### config.mk
export PLATFORM = sky130hd
export DESIGN_NAME = twi_bit_timer
export DESIGN_NICKNAME = d
export VERILOG_FILES = /design/src/rtl/twi_pkg.sv /design/src/rtl/twi_div_decode.sv /design/src/rtl/twi_glitch_filter.sv /design/src/rtl/twi_bit_timer.sv
export SDC_FILE = /design/constraint.sdc
export NUM_CORES = 1
export LEC_CHECK = 0
export ABC_CLOCK_PERIOD_IN_PS = 66800
export BUFFER_PORTS_ARGS = -buffer_cell sky130_fd_sc_hd__buf_2
export CAP_MARGIN = 20
export CORE_UTILIZATION = 30
export CTS_CLUSTER_SIZE = 16
export DETAILED_ROUTE_END_ITERATION = 16
export PLACE_DENSITY_LB_ADDON = 0.1
export SLEW_MARGIN = 20
export SYNTH_ARGS = -nofsm -noshare
export SYNTH_HDL_FRONTEND = slang
export SYNTH_SLANG_ARGS = --single-unit
### constraint.sdc
create_clock -name clk -period 66.8 [get_ports clk]
set_clock_uncertainty 0.05 [all_clocks]
set_input_delay 3.34 -clock clk [delete_from_list [all_inputs] [get_ports clk]]
set_output_delay 3.34 -clock clk [all_outputs]
set_load 0.02 [all_outputs]
### src/rtl/twi_pkg.sv
package twi_pkg;
  parameter int LEN_W = 17;
  parameter int CODE_W = 6;

  typedef enum logic [1:0] {
    OP_START = 2'b00,
    OP_DATA  = 2'b01,
    OP_STOP  = 2'b10,
    OP_STOPX = 2'b11
  } op_e;

  typedef struct packed {
    logic [LEN_W-1:0] half;
    logic [LEN_W-1:0] hold;
    logic [LEN_W-1:0] setup;
    logic [LEN_W-1:0] sta;
  } tim_t;

  typedef struct packed {
    logic             scl_lo;
    logic             sda_lo;
    logic [LEN_W-1:0] len;
    logic             fin;
  } seg_t;
endpackage

### src/rtl/twi_div_decode.sv
module twi_div_decode
  import twi_pkg::*;
(
  input  logic [CODE_W-1:0] code,
  output tim_t              tim
);
  localparam int SH_W = 3;

  logic [3:0]       base;
  logic [SH_W-1:0]  sh;
  logic [2:0]       k;
  logic [LEN_W-1:0] d;
  logic [LEN_W-1:0] unit;
  logic [LEN_W-1:0] v;
  logic [LEN_W-1:0] lim;

  always_comb begin
    sh   = code[4:2];
    base = 4'd8 + {1'b0, code[5], code[1:0]};
    d    = LEN_W'(base) << ({2'b0, sh} + 5'd5);
    case ({code[5], code[1]})
      2'b10:   k = 3'd1;
      2'b11:   k = 3'd2;
      2'b00:   k = 3'd3;
      default: k = 3'd4;
    endcase
    unit      = LEN_W'(16) << sh;
    tim.half  = d >> 1;
    tim.hold  = LEN_W'(8) + unit * LEN_W'(k);
    tim.setup = (d >> 1) - tim.hold;
    lim = code[5] ? LEN_W'(9) : LEN_W'(16);
    v   = d >> 4;
    for (int i = 0; i < 12; i++) begin
      if (v >= lim) v = v >> 1;
    end
    tim.sta = v;
  end
endmodule

### src/rtl/twi_glitch_filter.sv
module twi_glitch_filter #(
  parameter int RATE_W = 6
) (
  input  logic              clk,
  input  logic              rst_n,
  input  logic [RATE_W-1:0] rate,
  input  logic              raw,
  output logic              qual
);
  localparam int CW = RATE_W + 2;

  logic          sync_q;
  logic [CW-1:0] cnt_q;
  logic [CW-1:0] last_cnt;

  assign last_cnt = {1'b0, rate, 1'b0};

  always_ff @(posedge clk or negedge rst_n) begin
    if (!rst_n) begin
      sync_q <= 1'b1;
      qual   <= 1'b1;
      cnt_q  <= '0;
    end else begin
      sync_q <= raw;
      if (sync_q == qual) begin
        cnt_q <= '0;
      end else if (cnt_q == last_cnt) begin
        qual  <= sync_q;
        cnt_q <= '0;
      end else begin
        cnt_q <= cnt_q + 1'b1;
      end
    end
  end

  // the qualified level only ever takes the synchronized value
  p_qual_from_sync_r9: assert property (@(posedge clk) disable iff (!rst_n)
    !$stable(qual) |-> qual == $past(sync_q));

  // agreement between sample and output freezes the output
  p_qual_hold_r9: assert property (@(posedge clk) disable iff (!rst_n)
    (sync_q == qual) |=> $stable(qual));
endmodule

### src/rtl/twi_bit_timer.sv
module twi_bit_timer
  import twi_pkg::*;
#(
  parameter int RATE_W = 6
) (
  input  logic              clk,
  input  logic              rst_n,
  input  logic [CODE_W-1:0] div_sel,
  input  logic [RATE_W-1:0] filt_rate,
  input  logic              cmd_valid,
  output logic              cmd_ready,
  input  logic [1:0]        cmd_op,
  input  logic              cmd_bit,
  output logic              busy,
  output logic              scl_oe,
  output logic              sda_oe,
  input  logic              scl_in,
  input  logic              sda_in,
  output logic              scl_qual,
  output logic              sda_qual
);
  localparam int NLINE = 2;

  logic              busy_q, rs_q, bit_q, scl_q, sda_q;
  op_e               op_q;
  logic [CODE_W-1:0] code_q, code_eff;
  logic [1:0]        step_q;
  logic [LEN_W-1:0]  cnt_q;
  tim_t              tim;
  seg_t              cur, nxt, first;
  logic              accept;

  assign accept    = cmd_valid && !busy_q;
  assign cmd_ready = !busy_q;
  assign busy      = busy_q;
  assign scl_oe    = scl_q;
  assign sda_oe    = sda_q;
  assign code_eff  = busy_q ? code_q : div_sel;

  twi_div_decode u_dec (.code(code_eff), .tim(tim));

  function automatic seg_t seg_of(op_e op, logic rs, logic b, logic sda_now,
                                  logic [1:0] st, tim_t t);
    seg_t s;
    s = '0;
    s.len = LEN_W'(1);
    case (op)
      OP_START: begin
        if (!rs) begin
          case (st)
            2'd0:    begin s.sda_lo = 1'b1; s.len = t.sta; end
            default: begin s.scl_lo = 1'b1; s.sda_lo = 1'b1; s.fin = 1'b1; end
          endcase
        end else begin
          case (st)
            2'd0: begin s.scl_lo = 1'b1; s.len = t.half; end
            2'd1: s.len = t.half + t.sta;
            2'd2: begin s.sda_lo = 1'b1; s.len = t.sta; end
            default: begin s.scl_lo = 1'b1; s.sda_lo = 1'b1; s.fin = 1'b1; end
          endcase
        end
      end
      OP_DATA: begin
        case (st)
          2'd0: begin s.scl_lo = 1'b1; s.sda_lo = sda_now; s.len = t.hold; end
          2'd1: begin s.scl_lo = 1'b1; s.sda_lo = !b; s.len = t.setup; end
          2'd2: begin s.sda_lo = !b; s.len = t.half; end
          default: begin s.scl_lo = 1'b1; s.sda_lo = !b; s.fin = 1'b1; end
        endcase
      end
      default: begin
        case (st)
          2'd0: begin s.scl_lo = 1'b1; s.sda_lo = 1'b1; s.len = t.half; end
          2'd1: begin s.sda_lo = 1'b1; s.len = LEN_W'(4); end
          default: s.fin = 1'b1;
        endcase
      end
    endcase
    return s;
  endfunction

  always_comb begin
    cur   = seg_of(op_q, rs_q, bit_q, sda_q, step_q, tim);
    nxt   = seg_of(op_q, rs_q, bit_q, sda_q, step_q + 2'd1, tim);
    first = seg_of(op_e'(cmd_op), scl_q, cmd_bit, sda_q, 2'd0, tim);
  end

  always_ff @(posedge clk or negedge rst_n) begin
    if (!rst_n) begin
      busy_q <= 1'b0;
      rs_q   <= 1'b0;
      bit_q  <= 1'b0;
      op_q   <= OP_START;
      code_q <= '0;
      step_q <= '0;
      cnt_q  <= '0;
      scl_q  <= 1'b0;
      sda_q  <= 1'b0;
    end else if (!busy_q) begin
      if (accept) begin
        op_q   <= op_e'(cmd_op);
        bit_q  <= cmd_bit;
        rs_q   <= scl_q;
        code_q <= div_sel;
        step_q <= '0;
        cnt_q  <= '0;
        busy_q <= 1'b1;
        scl_q  <= first.scl_lo;
        sda_q  <= first.sda_lo;
      end
    end else if (cnt_q == cur.len - LEN_W'(1)) begin
      step_q <= step_q + 2'd1;
      cnt_q  <= '0;
      scl_q  <= nxt.scl_lo;
      sda_q  <= nxt.sda_lo;
      if (nxt.fin) busy_q <= 1'b0;
    end else begin
      cnt_q <= cnt_q + LEN_W'(1);
    end
  end

  logic [NLINE-1:0] raw_v, qual_v;
  assign raw_v = {scl_in, sda_in};
  for (genvar g = 0; g < NLINE; g++) begin : g_filt
    twi_glitch_filter #(.RATE_W(RATE_W)) u_filt (
      .clk(clk), .rst_n(rst_n), .rate(filt_rate),
      .raw(raw_v[g]), .qual(qual_v[g])
    );
  end
  assign scl_qual = qual_v[1];
  assign sda_qual = qual_v[0];

  // an accepted command makes the block busy on the next cycle
  p_accept_busy_r8: assert property (@(posedge clk) disable iff (!rst_n)
    accept |=> busy_q);

  // no line activity while idle
  p_idle_quiet_r8: assert property (@(posedge clk) disable iff (!rst_n)
    (!busy_q && !accept) |=> ($stable(scl_q) && $stable(sda_q)));

  // data line moves only while the clock line is held low
  p_data_scl_low_r3: assert property (@(posedge clk) disable iff (!rst_n)
    (busy_q && op_q == OP_DATA && !$stable(sda_q)) |-> (scl_q && $past(scl_q)));

  // start edge on SDA happens with SCL released
  p_start_scl_high_r5: assert property (@(posedge clk) disable iff (!rst_n)
    ($rose(sda_q) && busy_q && op_q == OP_START) |-> !scl_q);

  // stop releases SDA only after SCL is already released
  p_stop_order_r7: assert property (@(posedge clk) disable iff (!rst_n)
    ($fell(sda_q) && op_q[1]) |-> (!scl_q && !$past(scl_q)));
endmodule

==> results.toml, run 1 <==
[run_status]
status = "finished, final reports clean"

[worst_setup_path]
cpPeakStageDelay_ns = 0.64
required_ns = 66.94
cpMaxStageDelayCell = "ha_1"
rrSetupSlack_ns = 36.76
cp_max_fo = 18
r2r_start = "busy$_DFF_PN0_"
reg2regPathDepth = 111
cp.arrival_ns = 32.73
critPathKind = "primary input to flip-flop"
critPathCapture = "cnt_q[1]$_DFFE_PN0P_"
timing.rr.end = "cnt_q[1]$_DFFE_PN0P_"
end_kind = "flip-flop"
cp-startpoint = "div_sel[2]"
crit_path_frequent_cell = "ha_1"
start_kind = "primary input"

[timing]
finalSetupViolCount = 0
period_share_pct = 48.79
rsz0062_at_grt = "no"
slew_violations = 0
worst_pin_slew_ns = 1.054
finalHoldViolations = 0
slew-limit-headroom_pct = 29.46
fin_setup_tns_ns = 0
finalCriticalPeriod_ns = 32.59
max_freq_mhz = 30.68

[synth]
ys_seq_area_share_pct = 13.88
synth_most_common_cell = "nand2_1"
synth_cells = 1245
synth_top_area_share_pct = 12.77
synth-edff-count = 0
yosys_warnings = 0
synth-seq-cells = 52
synthTopCellsByCount = "nand2_1 (137), ha_1 (94), nor2_1 (92), a21oi_1 (73), inv_1 (61)"
yosysUniqueCellTypes = 107
syn_area_sq_um = 9408
syn_area_per_cell_sq_um = 7.556
synth_top_area_cell = "dfrtp_1"
synth.area.top_cells = "dfrtp_1 (13%), ha_1 (13%), nand2_1 (5.5%), xnor2_1 (4.4%), a21oi_1 (3.9%)"
async_flop_share_pct = 100.0
synthFlopType = "dfrtp_1"

[floorplan]
num_rows = 64
die_area_sq_um = 32070
initial_core_util_pct = 30.59
fp.coreArea_sq_um = 30750
fp.dieH_microns = 179.1
dieWidth_microns = 179.1
io_pins = 26

[route]
via_count = 9444
wirelength_microns = 30020
antenna_left = 0
wl_per_cell_microns = 18.32
drtIter0Drc = 793
viasPerCell = 5.762
drc_errors = 0
drt_first_pass_iters = 5

[clock_tree]
cts_tree = "done"
postCtsHoldBufs = 0
clkLatencyLatePin_ns = 0.30
cts.sinks = 52
h-tree-depth = 2
cts_buffers = 5
path_clk_slew_ns = 0.08
clockBufferDepth = 2
clk_root_buffer_cell = "clkbuf_16"
cts_resized = 0
cts_setup_buffers = 0

[run]
max_cap_violations = 0

[place]
io_buffers = 25
hpwl_microns = 23520
gp_congestion = 0.8717

[grt]
grt_pass1_wl_microns = 48780
grt_use_total_pct = 19.00
grt.overflow.total = 0
grt_max_degree = 53
grt_pass1_vias = 8980
antenna_found_initial = 1

[finish]
post-route-util_pct = 32.72
fillers = 3365
diodes = 0
nets = 1364
area_growth_pct = 6.942
layout-drive-gt1-share_pct = 9.252

[worst_hold_path]
holdCritPathClass = "flip-flop to flip-flop"
[stage by stage]
step	setup slack, ns	cells	hold slack (ns)	cell area [sq um]
after floorplan	38.91	1252	0.3961	9434
after global placement	34.75	1631	0.4489	9905
after detailed placement	34.22	1631	0.4537	9907
after CTS	34.44	1639	0.4707	10060
after global routing	31.47	1639	0.5146	10060
final	34.21	1639	0.4692	10060
[worst max-delay path: cells and delay by family]
family / cells / cell delay, ns
AOI/OAI and AO/OA: 42 / 10.44
xor gates and xnor gates: 2 / 0.21
adders and majority gates: 15 / 4.39
buffers and inverters: 7 / 1.03
muxes: 6 / 2.31
and+or+nand+nor: 40 / 10.97
[registers in the layout, indices dropped and copies added (netlist names), 2 cells and up]
name / cells
op_q: 2
cnt_q: 17
step_q: 2
g_filt.u_filt.sync_q: 2
g_filt.u_filt.cnt_q: 16
g_filt.u_filt.qual: 2
code_q: 6
[cell families after synthesis]
| family | Yosys count | share of synthesized area [%] |
|---|---|---|
| simple gates | 487 | 26.61 |
| compound gates | 375 | 29.26 |
| buf+inv | 118 | 5.120 |
| fa+ha+maj | 102 | 14.20 |
| xor+xnor | 80 | 7.448 |
| flops | 52 | 13.88 |
| mux | 30 | 3.431 |
| other cells | 1 | 0.03986 |
[placed cells by master (no fill, tap or decap), drive strengths merged, types with 8 or more instances in the layout]
cell / instances
o21bai: 18
a211oi: 13
xor2: 33
inv: 67
o31ai: 12
o21a: 9
a21o: 23
nand2b: 13
a221oi: 8
fa: 8
mux2i: 24
ha: 94
nor4: 20
a21oi: 74
nor3: 50
o21ai: 50
nor2: 92
and3: 39
dfrtp: 48
nand2: 138
o211ai: 22
and2: 20
a31o: 13
xnor2: 47
o22ai: 16
a31oi: 20
nand3: 45
or3: 8
conb: 8
a22oi: 16
nor2b: 13
buf: 36
[routing by layer]
metal | vias up | global-route usage, % | wire [microns]
li1 | 4649 | - | -
met3 | 37 | 2.057 | 1120
met4 | 2 | 3.355 | 512
met2 | 217 | 30.73 | 13600
met1 | 4539 | 27.15 | 14770
met5 | - | 0 | 13
[worst min-delay path by stage]
stage,start,end,slack (ns),cells after the start
global route,bit_q$_DFFE_PN0P_,bit_q$_DFFE_PN0P_,0.51,2
global placement,bit_q$_DFFE_PN0P_,bit_q$_DFFE_PN0P_,0.45,2
CTS,g_filt[0].u_filt.cnt_q[0]$_DFF_PN0_,g_filt[0].u_filt.cnt_q[0]$_DFF_PN0_,0.47,1
finish,g_filt[0].u_filt.cnt_q[0]$_DFF_PN0_,g_filt[0].u_filt.cnt_q[0]$_DFF_PN0_,0.47,1
detailed placement,bit_q$_DFFE_PN0P_,bit_q$_DFFE_PN0P_,0.45,2
floorplan,bit_q$_DFFE_PN0P_,bit_q$_DFFE_PN0P_,0.40,2
[layout make-up]
cell class                 count  area (sq um)  area share [%]
clock buffer                   5         125.1           1.244
clock inverter                 3         28.78          0.2860
inverter                      65         244.0           2.425
multi-input combinational   1082          7652           76.06
sequential                    52          1308           13.00
tap                          396         495.5           4.925
timing repair buffer          36         207.7           2.064
Power of run 1 is left out: the tool's default activity adds up to more than one toggle a clock period on the data nets, which glitch-free logic cannot reach.
==> run 2, diff against run 1 <==
ABC_CLOCK_PERIOD_IN_PS = 28600   (was 66800)
clock period = 28.6 ns   (was 66.8 ns; I/O delays follow)
==> run 2 against run 1 <==
First-iteration DRC count decreased by 16%. Sequential share of layout area decreased by 0.57 points. Core utilization increased by 1.5 points. Worst setup slack got worse by 32 ns. Clock-buffer cell count increased by 1. Wire length increased by 1.3%. Die area unchanged. Critical path depth increased by 7. Via count increased by 0.52%. Sequential cell count unchanged. Critical endpoint unchanged.
==> results.toml, run 2 (same netlist as run 1, synthesis figures left out) <==
[route]
drtIter0Drc = 664
viasPerCell = 5.678
drc_errors = 0
via_count = 9493
drt_first_pass_iters = 5
wirelength_microns = 30430
wl_per_cell_microns = 18.20
antenna_left = 0

[finish]
largest_register_ffs = 17
layout-drive-gt1-share_pct = 13.64
final_cell_mix = "nand2_1 (135), ha_1 (94), nor2_1 (91), a21oi_1 (72), inv_1 (61)"
diodes = 0
nets = 1397
fillers = 3344
largest_register = "cnt_q"
top_regs = "cnt_q: 17 flops, g_filt.u_filt.cnt_q: 16 flops, code_q: 6 flops"
final_cell_area_sq_um = 10520
area_growth_pct = 11.82
layout_commonest_cell = "nand2_1"

[clock_tree]
h-tree-depth = 2
cts.sinks = 52
cts_tree = "done"
clockBufferDepth = 2
path_clk_slew_ns = 0.07
cts_buffers = 5
clkLatencyLatePin_ns = 0.30
clk_root_buffer_cell = "clkbuf_16"

[worst_setup_path]
crit_path_frequent_cell = "ha_1"
cpPeakStageDelay_ns = 0.57
critPathKind = "primary input to flip-flop"
start_kind = "primary input"
end_kind = "flip-flop"
cpMaxStageDelayCell = "or4b_4"
reg2regPathDepth = 118
required_ns = 28.74
timing.rr.end = "cnt_q[1]$_DFFE_PN0P_"
rrSetupSlack_ns = 2.56
cp_max_fo = 11
r2r_start = "busy$_DFF_PN0_"
cp.arrival_ns = 26.83

[timing]
finalSetupViolCount = 0
period_share_pct = 93.31
holdWs_ns = 0.4591
fin_setup_tns_ns = 0
worst_pin_slew_ns = 1.030
slew-limit-headroom_pct = 30.61
finalHoldViolations = 0
max_freq_mhz = 37.47
finalCriticalPeriod_ns = 26.69
slew_violations = 0

[floorplan]
num_rows = 64
fp.dieH_microns = 179.1
initial_core_util_pct = 30.59
fp.coreArea_sq_um = 30750
io_pins = 26
die_area_sq_um = 32070
dieWidth_microns = 179.1

[run]
max_cap_violations = 0

[grt]
grt_max_degree = 53
grt.overflow.total = 0
antenna_found_initial = 0
grt_pass1_wl_microns = 48710
grt_use_total_pct = 18.96
grt_pass1_vias = 8939

[worst_hold_path]
min_to = "code_q[4]$_DFFE_PN0P_"
hold_depth = 2
hp-start = "code_q[4]$_DFFE_PN0P_"
holdCritPathClass = "flip-flop to flip-flop"

[place]
io_buffers = 25
hpwl_microns = 23640
placedInstanceArea_sq_um = 10030
gp_congestion = 0.8880

[run_status]
status = "finished, final reports clean"
[run 2: what timing repair did]
item / CTS / global route
buffers inserted: 0 / 15
endpoints found under the setup margin: 0 / 22
gates resized for setup: 0 / 39
hold buffers: 0 / 0
[run 2: cell type report]
cell class	instances	area, sq um	share of cell area [%]
Tap cell	396	495.5	4.710
Timing Repair Buffer	69	455.4	4.329
Clock inverter	2	38.79	0.3687
Multi-Input combinational cell	1082	7850	74.62
Clock buffer	6	128.9	1.225
Inverter	65	244.0	2.319
Sequential cell	52	1308	12.43
[run 2: stage by stage]
step	utilization, %	cells	setup WS [ns]
finish	34.21	1672	1.914
global route	34.21	1672	-0.07413
CTS	33.18	1656	0.1292
detailed placement	32.63	1648	-0.1310
global placement	32.63	1648	0.4391
floorplan	-	1252	2.617
[run 2: how the worst max path moves through the flow]
stage | startpoint | endpoint | cells past startpoint
after floorplan | div_sel[2] | cnt_q[11]$_DFFE_PN0P_ | 121
after global placement | div_sel[2] | busy$_DFF_PN0_ | 114
after detailed placement | div_sel[2] | cnt_q[1]$_DFFE_PN0P_ | 116
after CTS | div_sel[2] | cnt_q[1]$_DFFE_PN0P_ | 116
after global routing | div_sel[2] | cnt_q[12]$_DFFE_PN0P_ | 120
final | div_sel[2] | cnt_q[1]$_DFFE_PN0P_ | 119
[run 2: critical path, delay by kind of cell]
kind	cells	cell delay (ns)
mux	7	2.10
compound gates	45	8.86
simple gates	42	9.03
buf+inv	8	0.95
fa+ha+maj	15	4.05
xor+xnor	2	0.34
[run 2: layer usage]
metal,up-vias,track usage [%],part of all wire [%]
met2,181,31.39,47
li1,4720,-,-
met3,37,1.633,2.6
met4,0,3.178,1.3
met5,-,0,0
met1,4555,26.83,49
Power of run 2 is left out for the same reason.
==> run 3, diff against run 2 <==
ABC_CLOCK_PERIOD_IN_PS = 24300   (was 28600)
clock period = 24.3 ns   (was 28.6 ns; I/O delays follow)
==> run 3 against run 2 <==
Register-to-register slack lost 1.6 ns. Non-clock buffer count grew 136. Wire length grew 4.7%. Critical path depth grew 2. Via count grew 5.7%. Core utilization grew 6.1 points. Worst hold slack lost 0.0077 ns. Critical path type unchanged.
==> results.toml, run 3 (same netlist as run 1, synthesis figures left out) <==
[place]
io_buffers = 25
hpwl_microns = 24450
placedInstanceArea_sq_um = 10900
gp_congestion = 0.8660

[worst_setup_path]
critPathKind = "primary input to flip-flop"
rrSetupSlack_ns = 1.01
cpMaxStageDelayCell = "or4_1"
required_ns = 24.43
crit_path_frequent_cell = "ha_4"
reg2regPathDepth = 119
timing.rr.end = "cnt_q[6]$_DFFE_PN0P_"
start_kind = "primary input"
cpPeakStageDelay_ns = 0.51
cp_max_fo = 7
cp.arrival_ns = 23.52
end_kind = "flip-flop"
r2r_start = "busy$_DFF_PN0_"

[clock_tree]
postCtsHoldBufs = 0
cts.sinks = 52
path_clk_slew_ns = 0.07
cts_tree = "done"
h-tree-depth = 2
clkLatencyLatePin_ns = 0.30
cts_buffers = 5
clk_root_buffer_cell = "clkbuf_16"
clockBufferDepth = 2

[route]
viasPerCell = 5.550
wirelength_microns = 31860
drc_errors = 0
wl_per_cell_microns = 17.62
drtIter0Drc = 564
via_count = 10040
drt_first_pass_iters = 5
antenna_left = 0

[floorplan]
num_rows = 64
fp.dieH_microns = 179.1
initial_core_util_pct = 30.59
dieWidth_microns = 179.1
io_pins = 26
die_area_sq_um = 32070
fp.coreArea_sq_um = 30750

[finish]
layout_commonest_cell = "buf_4"
area_growth_pct = 31.63
top_regs = "cnt_q: 17 flops, g_filt.u_filt.cnt_q: 16 flops, code_q: 6 flops"
final_cell_area_sq_um = 12380
nets = 1533
multi_input_area_sq_um = 8655
seq_area_sq_um = 1308
fillers = 3238
largest_register = "cnt_q"
final_cell_mix = "buf_4 (175), nand2_1 (129), nor2_1 (85), ha_1 (74), inv_1 (54)"
post-route-util_pct = 40.27
layout-drive-gt1-share_pct = 30.45
diodes = 0
largest_register_ffs = 17

[grt]
grt.overflow.total = 0
grt_use_total_pct = 19.27
grt_max_degree = 53
grt_pass1_wl_microns = 49580
antenna_found_initial = 0
grt_pass1_vias = 9385

[worst_hold_path]
hp-start = "bit_q$_DFFE_PN0P_"
hold_depth = 2
holdCritPathClass = "flip-flop to flip-flop"
min_to = "bit_q$_DFFE_PN0P_"

[timing]
slew_violations = 0
max_freq_mhz = 42.75
rsz0062_at_grt = "yes"
worst_pin_slew_ns = 1.102
finalSetupViolCount = 0
fin_setup_tns_ns = 0
finalCriticalPeriod_ns = 23.39
period_share_pct = 96.27
finalHoldViolations = 0
slew-limit-headroom_pct = 25.99

[run_status]
status = "finished, final reports clean"

[run]
max_cap_violations = 0
==> run 3: cell count changes in the layout (fill, tap and decap cells not counted), sizes merged <==
| cell | previous run | this run |
|---|---|---|
| buf | 69 | 205 |
| clkbuf | 6 | 5 |
| clkinv | 1 | 2 |
| clkinvlp | 0 | 1 |
| inv | 65 | 64 |
==> run 3: what timing repair did <==
action	CTS	global route
setup buffers	4	52
resized for setup	16	170
cloned	0	0
endpoints found under the setup margin	22	22
pin swaps	10	102
==> run 3: critical path: cells and delay by family <==
family	cells	cell delay, ns
AO/OA/AOI/OAI	47	8.68
XOR/XNOR	2	0.41
adder cells (fa/ha/maj)	15	3.40
buffers and inverters	14	1.60
multiplexers	6	1.33
AND/OR/NAND/NOR	37	6.83
==> run 3: how the worst max path moves through the flow <==
stage | from | end | slack, ns
6_report | div_sel[3] | cnt_q[6]$_DFFE_PN0P_ | 0.91
3_5_place_dp | div_sel[3] | cnt_q[1]$_DFFE_PN0P_ | -0.91
2_1_floorplan | div_sel[2] | cnt_q[11]$_DFFE_PN0P_ | 0.003
5_1_grt | div_sel[2] | step_q[0]$_DFFE_PN0P_ | -0.38
3_3_place_gp | div_sel[3] | cnt_q[1]$_DFFE_PN0P_ | -0.71
4_1_cts | div_sel[3] | cnt_q[6]$_DFFE_PN0P_ | 0.009
==> run 3: through the flow <==
step / cells / setup WS (ns) / hold WS (ns)
CTS: 1756 / 0.008530 / 0.4595
finish: 1808 / 0.9064 / 0.4515
floorplan: 1252 / 0.003471 / 0.3961
detailed placement: 1744 / -0.9142 / 0.4388
global placement: 1744 / -0.7125 / 0.4418
global route: 1808 / -0.3795 / 0.4965
==> run 3: cell type report <==
type	count	area share (%)
well taps	396	4.001
multi-input cells	1082	69.89
inverters	65	1.991
clock inverters	3	0.3435
repair buffers	205	12.21
clock buffers	5	1.010
flip-flops and latches	52	10.56
==> run 3: per-layer routing <==
layer | vias up | share of wire [%] | global-route usage (%)
li1 | 5000 | - | -
met1 | 4827 | 47 | 26.39
met2 | 175 | 48 | 32.63
met3 | 33 | 2.8 | 2.226
met4 | 0 | 1.4 | 3.072
met5 | - | 0 | 0
Power of run 3 is left out for the same reason.
